**src/rtl/jabber_pkg.sv**
```systemverilog
`timescale 1ns/1ps
package jabber_pkg;

  typedef enum logic [1:0] {
    ST_NORMAL  = 2'd0,
    ST_FAULT   = 2'd1,
    ST_RECOVER = 2'd2
  } guardState_t;

  typedef struct packed {
    logic runInc;
    logic runClr;
    logic quietInc;
    logic quietClr;
  } guardStrobe_t;

endpackage

```
**src/rtl/jabber_datapath.sv**
```systemverilog
`timescale 1ns/1ps
module jabber_datapath
  import jabber_pkg::*;
#(
  parameter int TRIP_CYCLES  = 200000,
  parameter int QUIET_CYCLES = 5000000
) (
  input  logic         clk,
  input  logic         rst,
  input  guardStrobe_t strobe,
  output logic         runAtLimit,
  output logic         quietDone
);

  localparam int RUN_W   = $clog2(TRIP_CYCLES + 1);
  localparam int QUIET_W = $clog2(QUIET_CYCLES);

  logic [RUN_W-1:0]   runCount;
  logic [QUIET_W-1:0] quietCount;

  always_ff @(posedge clk) begin
    if (rst || strobe.runClr) begin
      runCount <= '0;
    end else if (strobe.runInc) begin
      runCount <= runCount + 1'b1;
    end
  end

  always_ff @(posedge clk) begin
    if (rst || strobe.quietClr) begin
      quietCount <= '0;
    end else if (strobe.quietInc) begin
      quietCount <= quietCount + 1'b1;
    end
  end

  assign runAtLimit = (runCount == RUN_W'(TRIP_CYCLES));
  assign quietDone  = (quietCount == QUIET_W'(QUIET_CYCLES - 1));

  // the activity count never runs past the trip limit
  a_r2_run_bound: assert property (@(posedge clk) disable iff (rst)
    runCount <= RUN_W'(TRIP_CYCLES));

  // the quiet count never passes its terminal value
  a_r7_quiet_bound: assert property (@(posedge clk) disable iff (rst)
    quietCount <= QUIET_W'(QUIET_CYCLES - 1));

endmodule

```
**src/rtl/jabber_control.sv**
```systemverilog
`timescale 1ns/1ps
module jabber_control
  import jabber_pkg::*;
(
  input  logic         clk,
  input  logic         rst,
  input  logic         txActive,
  input  logic         runAtLimit,
  input  logic         quietDone,
  output guardStrobe_t strobe,
  output logic         txEnable,
  output logic         jabberFault,
  output logic         unjabPending
);

  guardState_t state, stateNext;

  always_comb begin
    stateNext = state;
    strobe    = '0;
    unique case (state)
      ST_NORMAL: begin
        if (txActive) begin
          if (runAtLimit) begin
            stateNext     = ST_FAULT;
            strobe.runClr = 1'b1;
          end else begin
            strobe.runInc = 1'b1;
          end
        end else begin
          strobe.runClr = 1'b1;
        end
      end
      ST_FAULT: begin
        if (txActive) begin
          strobe.quietClr = 1'b1;
        end else begin
          stateNext       = ST_RECOVER;
          strobe.quietInc = 1'b1;
        end
      end
      ST_RECOVER: begin
        if (txActive) begin
          strobe.quietClr = 1'b1;
        end else if (quietDone) begin
          stateNext       = ST_NORMAL;
          strobe.quietClr = 1'b1;
        end else begin
          strobe.quietInc = 1'b1;
        end
      end
      default: stateNext = ST_NORMAL;
    endcase
  end

  always_ff @(posedge clk) begin
    if (rst) state <= ST_NORMAL;
    else     state <= stateNext;
  end

  assign txEnable     = (state == ST_NORMAL);
  assign jabberFault  = (state == ST_FAULT);
  assign unjabPending = (state == ST_RECOVER);

  // a quiet cycle while enabled keeps transmission enabled
  a_r3_idle_stays: assert property (@(posedge clk) disable iff (rst)
    (txEnable && !txActive) |=> txEnable);

  // activity at the limit trips the fault
  a_r4_trip: assert property (@(posedge clk) disable iff (rst)
    (txEnable && txActive && runAtLimit) |=> jabberFault);

  // the fault persists while activity persists
  a_r5_hold: assert property (@(posedge clk) disable iff (rst)
    (jabberFault && txActive) |=> (jabberFault && !txEnable));

  // activity stopping moves the fault into recovery
  a_r6_release: assert property (@(posedge clk) disable iff (rst)
    (jabberFault && !txActive) |=> (unjabPending && !jabberFault));

  // recovery does not end before the quiet count is done
  a_r7_no_early: assert property (@(posedge clk) disable iff (rst)
    (unjabPending && !txActive && !quietDone) |=> unjabPending);

  // activity during recovery keeps the block recovering
  a_r8_restart: assert property (@(posedge clk) disable iff (rst)
    (unjabPending && txActive) |=> (unjabPending && !txEnable));

  // exactly one status output is high
  a_r9_one_hot: assert property (@(posedge clk) disable iff (rst)
    $countones({txEnable, jabberFault, unjabPending}) == 1);

endmodule

```
**src/rtl/jabber_guard.sv**
```systemverilog
`timescale 1ns/1ps
module jabber_guard
  import jabber_pkg::*;
#(
  parameter int TRIP_CYCLES  = 200000,
  parameter int QUIET_CYCLES = 5000000
) (
  input  logic clk,
  input  logic rst,
  input  logic txActive,
  output logic txEnable,
  output logic jabberFault,
  output logic unjabPending
);

  guardStrobe_t strobe;
  logic         runAtLimit;
  logic         quietDone;

  jabber_control u_control (
    .clk          (clk),
    .rst          (rst),
    .txActive     (txActive),
    .runAtLimit   (runAtLimit),
    .quietDone    (quietDone),
    .strobe       (strobe),
    .txEnable     (txEnable),
    .jabberFault  (jabberFault),
    .unjabPending (unjabPending)
  );

  jabber_datapath #(
    .TRIP_CYCLES  (TRIP_CYCLES),
    .QUIET_CYCLES (QUIET_CYCLES)
  ) u_datapath (
    .clk        (clk),
    .rst        (rst),
    .strobe     (strobe),
    .runAtLimit (runAtLimit),
    .quietDone  (quietDone)
  );

endmodule

```
**config.mk**
```make
export PLATFORM = sky130hd
export DESIGN_NAME = jabber_guard
export DESIGN_NICKNAME = d
export VERILOG_FILES = /design/src/rtl/jabber_pkg.sv /design/src/rtl/jabber_datapath.sv /design/src/rtl/jabber_control.sv /design/src/rtl/jabber_guard.sv
export SDC_FILE = /design/constraint.sdc
export NUM_CORES = 1
export LEC_CHECK = 0
export BUFFER_PORTS_ARGS = -buffer_cell sky130_fd_sc_hd__buf_4
export CORE_AREA = 5 5 68 82
export DETAILED_ROUTE_END_ITERATION = 8
export DIE_AREA = 0 0 73 87
export GPL_ROUTABILITY_DRIVEN = 0
export PLACE_DENSITY_LB_ADDON = 0.25
export SETUP_SLACK_MARGIN = 0.5
export SYNTH_ARGS = -nofsm -noshare
export SYNTH_HDL_FRONTEND = slang
export SYNTH_SLANG_ARGS = --single-unit
```
**constraint.sdc**
```tcl
create_clock -name clk -period 2.48 [get_ports clk]
set_clock_uncertainty 0.1 [all_clocks]
set_input_delay 0.372 -clock clk [delete_from_list [all_inputs] [get_ports clk]]
set_output_delay 0.372 -clock clk [all_outputs]
set_load 0.01 [all_outputs]
```
# Word-level counts from Yosys, hierarchy flattened
# Cells that the tools add are included.
[classes]
n_reduce_logical = 4
eq_ne = 9
n_mux = 18
addsub = 2
[op_table]
columns = ["cell", "count"]
rows = [
  ["23-bit by 1-bit adder with 23-bit output, second input constant", 1],
  ["23-bit equality test, second input constant", 1],
  ["18-bit by 1-bit adder with 18-bit output, second input constant", 1],
  ["18-bit equality test, second input constant", 1],
  ["2-bit 2-to-1 mux", 6],
  ["1-bit 2-to-1 mux", 10],
  ["2-bit != test, second input constant", 3],
  ["2-bit case mux with 3 select lines", 1],
  ["5-bit AND reduction", 1],
  ["2-bit by 1-bit != test with 1-bit output, second input constant", 2],
  ["2-bit case mux with 2 select lines", 1],
  ["2-bit by 1-bit equality test with 1-bit output, second input constant", 1],
  ["2-bit equality test, second input constant", 1],
  ["2-bit zero test", 1],
  ["1-bit logical OR", 2],
]
[totals]
regBits = 43
out_inout_bits = 3
elab_cells = 36

# Depth between registers and ports, before layout
[logic_depth]
ltp_word = 5
depth_mapped = 8

# Cells and area by module
# A second synthesis with hierarchy kept.
[hier_totals]
hier_cells = 266
hier_area_um2 = 2232.1
[by_module_without_submodules]
columns = ["module", "seq_area_each_um2", "area_each_um2", "n_inst", "cells_each"]
rows = [
  ["jabber_datapath", 820.8, 2000.7, 1, 239],
  ["jabber_control", 40.0, 231.5, 1, 27],
]

# Worst setup path before layout
# Ideal clock, no wire load.
[synth_path]
path_kind = "flip-flop to flip-flop"
from = "reg u_datapath.quietCount[7]"
to = "reg u_datapath.quietCount[8]"
setup_ns = 0.115
slack_ns = 0.309
stages_incl_launch_ff = 8
t_arrival_ns = 1.956
required_time_ns = 2.265
path_buffers = 2
synth_period_minus_slack_ns = 2.171
path_cell_list = "dfxtp_1 or4b_1 or4_1 buf_2 nor4_2 a311o_2 buf_6 nor2_1"
[synth_via]
elab_chain_cells = 5
elab_cells_between_ends = 8
cone_classes = "add/sub: 1; eq/ne: 1; mux: 5; reduce/logical: 1"
[synth_lines]
columns = ["element", "line", "source"]
rows = [
  ["start, declared", "jabber_datapath.sv:19", "logic [QUIET_W-1:0] quietCount;"],
  ["start signal, assigned", "jabber_datapath.sv:33", "quietCount <= quietCount + 1'b1;"],
  ["branches (longest 5 deep; another with 23-bit by 1-bit adder with 23-bit output)", "n/a", ""],
]
# Several ways; the timed one is not identified.
# A chain may end at the register's enable or synchronous reset.

# Worst setup path after layout
[layout_path]
from = "reg u_datapath.quietCount[7]"
to = "reg u_datapath.quietCount[7]"
# Same word-level chain as after synthesis.

==> reports/metrics.yaml <==
run_status:
  outcome: "finished, final reports clean"
place:
  port_buffers: 5
  dp.final_hpwl_um: 3430
  place_ws_ns: 0.174
  dpl-instance-area_sq_um: 2390
  dp.cells: 327
critical_path:
  crit_fanout: 16
  start_kind: "register"
  regToRegSetupSlack_ns: 0.38
  timing.rr.start: "u_datapath.quietCount[7]$_SDFFE_PP0P_"
  cp.required_ns: 2.55
  ff2ff_path_depth: 6
  arrival_ns: 2.17
  crit_type: "reg -> reg"
  r2r-end: "u_datapath.quietCount[7]$_SDFFE_PP0P_"
  endpoint_kind: "register"
synth:
  synthXorXnorAreaFrac_pct: 12.5
  synth-seq-cells: 43
  synth-main-ff-cell: "dfxtp_1"
  synth_top_cell_area_share_pct: 38.4
  synth_compound_area_share_pct: 10.3
  ys_warn_count: 0
  synth_top_family_by_area: "simple AND/OR/NAND/NOR gates"
  synthCells: 263
  synthAdderAreaFrac_pct: 3.35
  synthMuxAreaShare_pct: 0.447
  yosys-top-cells-count: "nor2_1 (45), dfxtp_1 (43), xor2_1 (28)"
  yosysUniqueCellTypes: 41
  synthSimpleGateAreaFrac_pct: 31.6
  yosysSeqAreaShare_pct: 38.4
  syn_area_per_cell_sq_um: 8.52
  synth_top_cells_by_area: "dfxtp_1 (38%), xor2_1 (11%), nor2_1 (7.5%)"
  synth_top_area_cell: "dfxtp_1"
  syn_area_sq_um: 2240
  async_flop_share_pct: 0
  synth.most_common_cell: "nor2_1"
  synth_nets: 272
  synth-edff-count: 0
timing:
  slew_violations: 0
  whs_ns: 0.210
  min_period_ns: 2.10
  worst_pin_slew_ns: 0.543
  fin_crit_sh_pct: 84.7
  setup_tns_ns: 0
  fmax_ghz: 0.476
  worst_slew_margin_rel_pct: 63.7
  setup_viol: 0
  finalWorstSetupSlack_ns: 0.379
  rsz0062_at_grt: "true"
  hold_viol: 0
layout:
  final_nets: 287
  fillers: 474
  post-route-util_pct: 54.0
  final_area_sq_um: 2570
  drive_gt1_share_pct: 17.2
  stdcell_count: 339
  antennaDiodeCount: 0
  area_growth_pct: 14.9
pwr:
  powerDensity_nw_per_um2: 453
  power_mw: 1.17
  p_leak_nw: 0.914
  vdd_drop_max_mv: 0.290
clocking:
  cts_htree_levels: 2
  cts_tree: "yes"
  cts_hold_buffers: 0
  clkTransAtPathRegs_ns: 0.08
  clk_path_buf_depth: 2
  cts_root_buf: "clkbuf_8"
  clk_latency_ns: 0.29
  cts_num_sinks: 43
  cts_inserted_buffers: 5
floorplanning:
  initial_core_util_pct: 47.0
  dieWidth_um: 73
  rows: 28
  dieArea_sq_um: 6350
  die_y_um: 87
  ioPinCount: 6
  core-area_sq_um: 4760
min_path:
  hold_end: "u_control.state[1]$_SDFFE_PP0P_"
  min_from: "rst"
  hold_class: "in -> reg"
  worst_hold_path.num_cells: 2
flow_run:
  maxCapViolations: 0
global_route:
  grt_max_degree: 17
  grt_overflow: 0
  grt_pass1_vias: 1809
  grt_first_pass_wirelength_um: 8080
  grt_usage_pct: 15.7
  antenna_found_initial: 0
detailed_routing:
  viasPerCell: 5.55
  wl_um: 4660
  wl_per_cell_um: 13.8
  drt-initial-drc-count: 93
  drc: 0
  dr.pass1.iters: 4
  num_vias: 1882
  ant_nets: 0
[timing repair]
action	CTS	global route
gates cloned	0	0
buffers inserted	3	1
gates resized for setup	6	15
endpoints found under the setup margin	25	32
pin swaps	6	4
endpoints found under the hold margin	0	0
[critical path, cell delays in order (launching register included)]
cell     delay, ns
dfxtp_2       0.33
or4b_1        0.50
or4_4         0.51
nor4_4        0.15
a311o_2       0.20
buf_12        0.15
a21oi_1       0.04
[cells by family after synthesis]
| logic type | count (synthesis) |
|---|---|
| AO/OA/AOI/OAI | 33 |
| XOR/XNOR | 32 |
| adder cells (fa/ha/maj) | 6 |
| buffers and inverters | 16 |
| flip-flops | 43 |
| multiplexers | 1 |
| AND/OR/NAND/NOR | 132 |
[layout by cell type, fill, tap and decap left out, drive strengths merged, types with 2 or more instances in the layout]
| cell | netlist | final |
|---|---|---|
| ha | 6 | 6 |
| nand4 | 15 | 15 |
| o211ai | 8 | 8 |
| nor4 | 5 | 5 |
| inv | 7 | 7 |
| nand4b | 3 | 3 |
| nand3 | 11 | 11 |
| nor2 | 45 | 45 |
| nor3 | 6 | 6 |
| nor2b | 5 | 5 |
| nand2 | 13 | 13 |
| and3 | 10 | 10 |
| xor2 | 28 | 28 |
| a21oi | 3 | 3 |
| a22o | 6 | 6 |
| dfxtp | 43 | 43 |
| clkbuf | 5 | 7 |
| and2 | 3 | 3 |
| buf | 4 | 17 |
| nor4b | 5 | 5 |
| xnor2 | 4 | 4 |
| or2 | 2 | 2 |
| o21ai | 11 | 11 |
| and4 | 3 | 3 |
[sequential cells by signal (all words and copies together) (netlist names)]
signal                 count
u_control.state            2
u_datapath.quietCount     23
u_datapath.runCount       18
[layout make-up]
type	instances	area, sq um	share of cell area [%]
multi-input combinational	204	1370	53.4
inverter	7	26.3	1.02
clock buffer	7	76.3	2.96
sequential	43	867	33.7
clock inverter	1	5.00	0.194
timing repair buffer	17	151	5.88
tap	60	75.1	2.92
[routing by layer]
layer	GRT usage [%]	routed length, um	vias to the layer above
li1	-	-	965
met1	17.7	2000	894
met2	29.2	2530	19
met3	3.23	88	4
met4	4.36	42	0
met5	0	0	-
[report_power, final]
group          leakage [nW]  switching [mW]  internal [mW]
Sequential            0.349         0.00260          0.692
Clock                0.0422           0.231          0.198
Combinational         0.523          0.0244         0.0180
Total                 0.914           0.258          0.908
[worst max-delay path by stage]
| stage | from | end | cells past startpoint |
|---|---|---|---|
| floorplan | u_datapath.quietCount[7]$_SDFFE_PP0P_ | u_datapath.quietCount[8]$_SDFFE_PP0P_ | 7 |
| global placement | u_datapath.quietCount[7]$_SDFFE_PP0P_ | u_datapath.quietCount[22]$_SDFFE_PP0P_ | 6 |
| detailed placement | u_datapath.quietCount[7]$_SDFFE_PP0P_ | u_datapath.quietCount[22]$_SDFFE_PP0P_ | 6 |
| CTS | u_datapath.quietCount[7]$_SDFFE_PP0P_ | u_datapath.quietCount[0]$_SDFFE_PP0P_ | 6 |
| global route | u_control.state[0]$_SDFFE_PP0P_ | u_datapath.quietCount[7]$_SDFFE_PP0P_ | 7 |
| finish | u_datapath.quietCount[7]$_SDFFE_PP0P_ | u_datapath.quietCount[7]$_SDFFE_PP0P_ | 6 |
Note: power is estimated with default switching activity, not from simulation.
